$ cat config.mk
export PLATFORM = sky130hd
export DESIGN_NAME = tcm_arbiter
export DESIGN_NICKNAME = d
export VERILOG_FILES = /design/src/rtl/tcm_arb_pkg.sv /design/src/rtl/tcm_win_decode.sv /design/src/rtl/tcm_bank_arb.sv /design/src/rtl/tcm_dma_age.sv /design/src/rtl/tcm_arbiter.sv
export SDC_FILE = /design/constraint.sdc
export NUM_CORES = 1
export LEC_CHECK = 0
export ABC_CLOCK_PERIOD_IN_PS = 1900
export CORE_AREA = 2 2 159 161
export CTS_CLUSTER_DIAMETER = 120
export DETAILED_ROUTE_END_ITERATION = 7
export DIE_AREA = 0 0 161 163
export PLACE_DENSITY = 0.45
export SYNTH_ARGS = -nofsm -noshare
export SYNTH_HDL_FRONTEND = slang
export SYNTH_SLANG_ARGS = --single-unit
$ cat constraint.sdc
create_clock -name clk -period 1.9 [get_ports clk]
set_clock_uncertainty 0.2 [all_clocks]
set_input_delay 0.285 -clock clk [delete_from_list [all_inputs] [get_ports clk]]
set_output_delay 0.285 -clock clk [all_outputs]
set_load 0.05 [all_outputs]
$ cat src/rtl/tcm_arb_pkg.sv
package tcm_arb_pkg;
    localparam int P_INST = 0;
    localparam int P_DATA = 1;
    localparam int P_DMA  = 2;
    localparam int NPORT  = 3;

    typedef enum logic [1:0] {
        AGE_IDLE  = 2'd0,
        AGE_WAIT  = 2'd1,
        AGE_BOOST = 2'd2
    } age_state_e;
endpackage

$ cat src/rtl/tcm_win_decode.sv
module tcm_win_decode #(
    parameter int ADDR_W   = 16,
    parameter int WIN_LOG  = 15,
    parameter int OFF_W    = 14,
    parameter int BYTE_LSB = 2,
    parameter int WIN_TAG  = 0
) (
    input  logic                          req,
    input  logic [ADDR_W-1:0]             addr,
    output logic                          hit,
    output logic                          miss,
    output logic                          bank,
    output logic [OFF_W-2-BYTE_LSB:0]     word
);
    localparam int TAG_W = ADDR_W - WIN_LOG;

    logic in_win;

    assign in_win = (addr[ADDR_W-1:WIN_LOG] == TAG_W'(WIN_TAG));
    assign hit    = req && in_win;
    assign miss   = req && !in_win;
    assign bank   = addr[OFF_W-1];
    assign word   = addr[OFF_W-2:BYTE_LSB];
endmodule

$ cat src/rtl/tcm_bank_arb.sv
module tcm_bank_arb
    import tcm_arb_pkg::*;
(
    input  logic             clk,
    input  logic             rst_n,
    input  logic [NPORT-1:0] want,
    input  logic             boost,
    output logic [NPORT-1:0] grant
);
    always_comb begin
        grant = '0;
        if (boost && want[P_DMA])
            grant[P_DMA] = 1'b1;
        else if (want[P_DATA])
            grant[P_DATA] = 1'b1;
        else if (want[P_INST])
            grant[P_INST] = 1'b1;
        else if (want[P_DMA])
            grant[P_DMA] = 1'b1;
    end

    assert_one_owner_R9: assert property (@(posedge clk) disable iff (!rst_n)
        $onehot0(grant) && ((grant & ~want) == '0));

    assert_no_idle_bank_R9: assert property (@(posedge clk) disable iff (!rst_n)
        (want != '0) |-> (grant != '0));

    assert_data_first_R4: assert property (@(posedge clk) disable iff (!rst_n)
        (want[P_DATA] && !boost) |-> grant[P_DATA]);
endmodule

$ cat src/rtl/tcm_dma_age.sv
module tcm_dma_age
    import tcm_arb_pkg::*;
#(
    parameter int LIMIT = 4
) (
    input  logic clk,
    input  logic rst_n,
    input  logic pend,
    input  logic won,
    output logic boost
);
    localparam int CNT_W = $clog2(LIMIT + 2);

    age_state_e       st_q, st_n;
    logic [CNT_W-1:0] cnt_q, cnt_n;
    logic [CNT_W-1:0] run_q;

    always_ff @(posedge clk or negedge rst_n) begin
        if (!rst_n) begin
            st_q  <= AGE_IDLE;
            cnt_q <= '0;
        end else begin
            st_q  <= st_n;
            cnt_q <= cnt_n;
        end
    end

    always_comb begin
        st_n  = st_q;
        cnt_n = cnt_q;
        unique case (st_q)
            AGE_IDLE: begin
                if (pend && !won) begin
                    if (LIMIT <= 1) begin
                        st_n = AGE_BOOST;
                    end else begin
                        st_n  = AGE_WAIT;
                        cnt_n = CNT_W'(1);
                    end
                end
            end
            AGE_WAIT: begin
                if (!pend || won) begin
                    st_n  = AGE_IDLE;
                    cnt_n = '0;
                end else if (cnt_q == CNT_W'(LIMIT - 1)) begin
                    st_n  = AGE_BOOST;
                    cnt_n = '0;
                end else begin
                    cnt_n = cnt_q + CNT_W'(1);
                end
            end
            AGE_BOOST: begin
                if (!pend || won)
                    st_n = AGE_IDLE;
            end
            default: begin
                st_n  = AGE_IDLE;
                cnt_n = '0;
            end
        endcase
    end

    always_comb begin
        boost = (st_q == AGE_BOOST);
    end

    // Independent run-length of DMA losses, used only by the check below.
    always_ff @(posedge clk or negedge rst_n) begin
        if (!rst_n)
            run_q <= '0;
        else if (pend && !won && run_q < CNT_W'(LIMIT))
            run_q <= run_q + CNT_W'(1);
        else if (!(pend && !won))
            run_q <= '0;
    end

    assert_promote_R6: assert property (@(posedge clk) disable iff (!rst_n)
        (pend && run_q >= CNT_W'(LIMIT)) |-> won);
endmodule

$ cat src/rtl/tcm_arbiter.sv
module tcm_arbiter
    import tcm_arb_pkg::*;
#(
    parameter int ADDR_W       = 16,
    parameter int DATA_W       = 32,
    parameter int WIN_LOG      = 15,
    parameter int OFF_W        = 14,
    parameter int STARVE_LIMIT = 4,
    localparam int NB          = 2,
    localparam int BYTE_LSB    = $clog2(DATA_W / 8),
    localparam int BANK_AW     = OFF_W - 1 - BYTE_LSB
) (
    input  logic                  clk,
    input  logic                  rst_n,
    input  logic                  i_req,
    input  logic [ADDR_W-1:0]     i_addr,
    input  logic                  i_we,
    input  logic [DATA_W-1:0]     i_wdata,
    output logic [DATA_W-1:0]     i_rdata,
    output logic                  i_ready,
    output logic                  i_err,
    input  logic                  d_req,
    input  logic [ADDR_W-1:0]     d_addr,
    input  logic                  d_we,
    input  logic [DATA_W-1:0]     d_wdata,
    output logic [DATA_W-1:0]     d_rdata,
    output logic                  d_ready,
    output logic                  d_err,
    input  logic                  m_req,
    input  logic [ADDR_W-1:0]     m_addr,
    input  logic                  m_we,
    input  logic [DATA_W-1:0]     m_wdata,
    output logic [DATA_W-1:0]     m_rdata,
    output logic                  m_ready,
    output logic                  m_err,
    output logic [NB-1:0]         bk_en,
    output logic [NB-1:0]         bk_we,
    output logic [NB*BANK_AW-1:0] bk_addr,
    output logic [NB*DATA_W-1:0]  bk_wdata,
    input  logic [NB*DATA_W-1:0]  bk_rdata
);
    logic [NPORT-1:0]                req_v, we_v, hit, miss, bank_v, gnt_port, rd_bank_q;
    logic [NPORT-1:0][ADDR_W-1:0]    addr_v;
    logic [NPORT-1:0][DATA_W-1:0]    wdata_v, rdata_v;
    logic [NPORT-1:0][BANK_AW-1:0]   word_v;
    logic [NB-1:0][NPORT-1:0]        want, grant;
    logic                            dma_boost;

    assign req_v   = {m_req, d_req, i_req};
    assign we_v    = {m_we, d_we, i_we};
    assign addr_v  = {m_addr, d_addr, i_addr};
    assign wdata_v = {m_wdata, d_wdata, i_wdata};

    for (genvar p = 0; p < NPORT; p++) begin : g_dec
        tcm_win_decode #(
            .ADDR_W  (ADDR_W),
            .WIN_LOG (WIN_LOG),
            .OFF_W   (OFF_W),
            .BYTE_LSB(BYTE_LSB),
            .WIN_TAG ((p == P_INST) ? 0 : 1)
        ) u_dec (
            .req (req_v[p]),
            .addr(addr_v[p]),
            .hit (hit[p]),
            .miss(miss[p]),
            .bank(bank_v[p]),
            .word(word_v[p])
        );
    end

    always_comb begin
        for (int b = 0; b < NB; b++)
            for (int p = 0; p < NPORT; p++)
                want[b][p] = hit[p] && (int'(bank_v[p]) == b);
    end

    for (genvar b = 0; b < NB; b++) begin : g_bank
        tcm_bank_arb u_arb (
            .clk  (clk),
            .rst_n(rst_n),
            .want (want[b]),
            .boost(dma_boost),
            .grant(grant[b])
        );
    end

    always_comb begin
        gnt_port = '0;
        bk_en    = '0;
        bk_we    = '0;
        bk_addr  = '0;
        bk_wdata = '0;
        for (int b = 0; b < NB; b++) begin
            for (int p = 0; p < NPORT; p++) begin
                if (grant[b][p]) begin
                    gnt_port[p]                      = 1'b1;
                    bk_en[b]                         = 1'b1;
                    bk_we[b]                         = we_v[p];
                    bk_addr[b*BANK_AW +: BANK_AW]    = word_v[p];
                    bk_wdata[b*DATA_W +: DATA_W]     = wdata_v[p];
                end
            end
        end
    end

    tcm_dma_age #(.LIMIT(STARVE_LIMIT)) u_age (
        .clk  (clk),
        .rst_n(rst_n),
        .pend (hit[P_DMA]),
        .won  (gnt_port[P_DMA]),
        .boost(dma_boost)
    );

    always_ff @(posedge clk or negedge rst_n) begin
        if (!rst_n) begin
            rd_bank_q <= '0;
        end else begin
            for (int p = 0; p < NPORT; p++)
                if (gnt_port[p] && !we_v[p])
                    rd_bank_q[p] <= bank_v[p];
        end
    end

    always_comb begin
        for (int p = 0; p < NPORT; p++)
            rdata_v[p] = bk_rdata[int'(rd_bank_q[p]) * DATA_W +: DATA_W];
    end

    assign i_rdata = rdata_v[P_INST];
    assign d_rdata = rdata_v[P_DATA];
    assign m_rdata = rdata_v[P_DMA];
    assign i_ready = miss[P_INST] | gnt_port[P_INST];
    assign d_ready = miss[P_DATA] | gnt_port[P_DATA];
    assign m_ready = miss[P_DMA]  | gnt_port[P_DMA];
    assign i_err   = miss[P_INST];
    assign d_err   = miss[P_DATA];
    assign m_err   = miss[P_DMA];

    assert_err_no_bank_R1: assert property (@(posedge clk) disable iff (!rst_n)
        (i_err || d_err || m_err) |-> ((i_ready || !i_err) && (d_ready || !d_err)
                                       && (m_ready || !m_err)
                                       && $countones(bk_en) <= NPORT - 1));

    assert_split_banks_R3: assert property (@(posedge clk) disable iff (!rst_n)
        (i_req && d_req && !i_addr[WIN_LOG] && d_addr[WIN_LOG]
         && (i_addr[OFF_W-1] != d_addr[OFF_W-1])) |-> (i_ready && d_ready));

    assert_we_with_en_R7: assert property (@(posedge clk) disable iff (!rst_n)
        ((bk_we & ~bk_en) == '0));

    assert_quiet_idle_R8: assert property (@(posedge clk) disable iff (!rst_n)
        (!i_req && !d_req && !m_req) |-> (bk_en == '0 && !i_ready && !d_ready && !m_ready));
endmodule

==> metrics.md <==
| Metric | Value |
|---|---|
| Syn Nets | 642 |
| CTS HTree Levels | 1 |
| Chip Height | 163 um |
| Vias per std cell | 4.59 |
| DRC | 0 |
| Detail Route Antenna Nets | 0 |
| Crit-path most repeated cell | buf_12 |
| First drt pass iteration count | 4 |
| Synthesis-stage register bit count | 8 |
| Total power | 6.49 mW |
| Worst flop-to-flop path endpoint | rd_bank_q[0]$_DFFE_PN0P_ |
| Worst hold margin | about 0.18 ns |
| Asr flop ratio synth | 100% |
| Lkg Pwr | 5.21 nW |
| Hold Violations, Final | 0 |
| DRT iter0 DRCs | 246 |
| Die area | approximately 26000 um^2 |
| Final critical-path required period | 2.43 ns |
| Synth Warn # | 0 |
| Top-count cell post-synth | mux2_2 |
| Worst min-delay path class | input port to asynchronous set/reset pin |
| Seq/Total Area, Yosys | under 10% |
| Synth top cells by count | mux2_2, inv_1, a22o_1, a22oi_1, a21o_1 |
| Crit Path Max Fanout | 7 |
| Max-cap violations | 0 |
| Period utilization | 128% |
| CTS tree | built |
| Critical path's slowest cell | dfrtp_1 |
| Area leader, netlist | mux2_2 |
| Distinct cells, synth | 37 |
| Clock tree buffer depth | 2 |
| Fin worst setup slack | -0.528 ns |
| GRT overflow | 0 |
| CP cell instances | nor2b_4 -> buf_12 -> buf_12 -> buf_4 -> a21oi_4 -> buf_6 -> buf_12 -> or3_4 -> buf_12 |
| Status | complete, but fails checks |
| Top delay family on crit path | buffers and inverters |
| Final Cell Area | 12200 um^2 |
| Synth top area cells | mux2_2, a22o_1, a22oi_1 |
| Mapped Cells | 425 |
| Worst EP arrival | 1.94 ns |
| Routed vias | 5580 |
| Kind of critical path | register to output pin |
| Final-stage net count | 1105 |
| Dominant synthesized flop cell | dfrtp_1 |
| Total track usage | 20.3% |
| Row count | 58 |
| WP buf/inv | 6 |
| First-pass GRT wire length | 40000 um |
| Worst Tran Pin Value | between 0.4 and 0.5 ns |
| Top-area cell type share of the netlist area | 32.5% |
| Crit path from | u_age.st_q[0]$_DFFE_PN0P_ |
| Crit path required time | 1.41 ns |
| Initial antenna violation count | 1 |
| Die W | 161 um |
| Max-slew violations | 0 |
| DP Wirelength | around 20000 um |
| Critical Path End Type | output pin |
| CP max stage delay | around 0.4 ns |
| Vias in the first global route | 6054 |
| TritonCTS buffer count | 3 |
| Max-slew headroom | 67.6% |
| Critical R2R Launch | u_age.st_q[1]$_DFFE_PN0P_ |
| Area post-placement | a little over 10000 um^2 |
| CTS sink cnt | 8 |
| RePlAce Congestion | 0.915 |
| Routed WL per cell | 24.0 um |
| Largest net degree at the start of global routing | 26 |
| Startpoint types | register |
| P&R area growth vs syn | 267% |
| I/O Pins | about 400 |
| F_max | 0.412 GHz |
| Flop2flop setup slack | -0.08 ns |
| Core area | 24700 um^2 |
| Initial Utilization | a little over an eighth |
| Mapped cell area | 3330 um^2 |
| Clk pin slew, worst setup/hold paths | 0.04 ns |
| Pwr dens | 530 nW/um^2 |
| Setup violations, final | 155 |
| Share of layout cells above drive strength 1 | between 60% and 70% |
| Count of input and output buffers | 398 |
| VDD IR-drop max | 0.000314 V |
| Reg2reg path depth | 9 |
| Violated checks | negative setup slack |
| Utilization after layout | roughly half |
| Post-Syn Area per Cell | between 7 and 8 um^2 |
| Unrepaired setup endpoints after global routing | yes |
| Detailed Route WL | around 29000 um |
| Root Buffer | clkbuf_16 |
| Worst-Skew Late Latency | ~0.23 ns |
| Number of synthesized flops with an enable pin | 0 |
worst max path at each step:
stage	slack, ns	to	cells after the start
2_1_floorplan	-0.18	bk_we[1]	7
3_3_place_gp	-0.83	bk_we[0]	7
3_5_place_dp	-0.86	bk_we[0]	7
4_1_cts	-0.57	bk_wdata[7]	9
5_1_grt	-0.60	bk_wdata[33]	9
6_report	-0.53	d_ready	9
power by group:
part / internal (mW) / switching [mW]
logic: 2.96 / 2.94
clock network: 0.272 / 0.0917
registers: 0.195 / 0.0360
total: 3.42 / 3.06
cell families (layout without fill, tap and decap cells):
group | Yosys count | count (layout) | share of synthesized area (%)
and+or+nand+nor | 34 | 34 | 6.24
other | 0 | 1 | 0
DFF | 8 | 8 | 6.01
muxes | 98 | 98 | 33.1
AOI/OAI and AO/OA | 194 | 194 | 42.4
buffers and inverters | 88 | 549 | 11.4
adders and majority gates | 1 | 1 | 0.376
xor gates and xnor gates | 2 | 2 | 0.526
sequential cells by signal, summed over array words and instances, names as in the netlist:
register / count
rd_bank_q: 3
u_age.cnt_q: 3
u_age.st_q: 2
layer usage:
layer / global-route usage [%] / routed length (um)
met5: 0 / 0
met4: 7.14 / 1050
met3: 3.49 / 1800
met2: 38.9 / 15500
met1: 22.4 / 11000
timing repair:
action,CTS,global route
buffers inserted,30,8
setup endpoints to repair,145,190
cloned,21,7
hold endpoints to repair,0,0
resized for setup,165,136
hold buffers,0,0
pin swaps,47,24
metrics by stage:
| step | setup TNS, ns | setup slack, ns | instances |
|---|---|---|---|
| after floorplan | -12.23 | -0.175 | 425 |
| after global placement | -71.51 | -0.834 | 1155 |
| after detailed placement | -72.84 | -0.864 | 1155 |
| after CTS | -49.39 | -0.567 | 1209 |
| after global routing | -53.75 | -0.604 | 1217 |
| final | -46.34 | -0.528 | 1217 |
layout make-up:
class / instances / area (um^2)
antenna: 1 / 2.50
clock buffer: 3 / 75.1
fill: 2118 / 12400
inverter: 48 / 180
multi-input combinational: 329 / 4180
sequential: 8 / 203
tap: 330 / 413
timing repair buffer: 498 / 7180
layout by cell type, fill, tap and decap left out, drive strengths merged, types with 3 or more instances in the layout:
| cell type | netlist | layout |
|---|---|---|
| nor2b | 5 | 5 |
| dfrtp | 8 | 8 |
| o21ai | 47 | 47 |
| clkbuf | 17 | 12 |
| a21oi | 4 | 4 |
| buf | 23 | 288 |
| a21o | 43 | 43 |
| a22o | 44 | 44 |
| mux2 | 96 | 96 |
| nand2b | 4 | 4 |
| nand2 | 4 | 4 |
| a22oi | 44 | 44 |
| inv | 48 | 48 |
| nand3 | 4 | 4 |
| clkdlybuf4s50 | 0 | 197 |
| nand3b | 4 | 4 |
| nor2 | 3 | 3 |
| or3 | 3 | 3 |
Note: power is estimated with default switching activity, not from simulation.
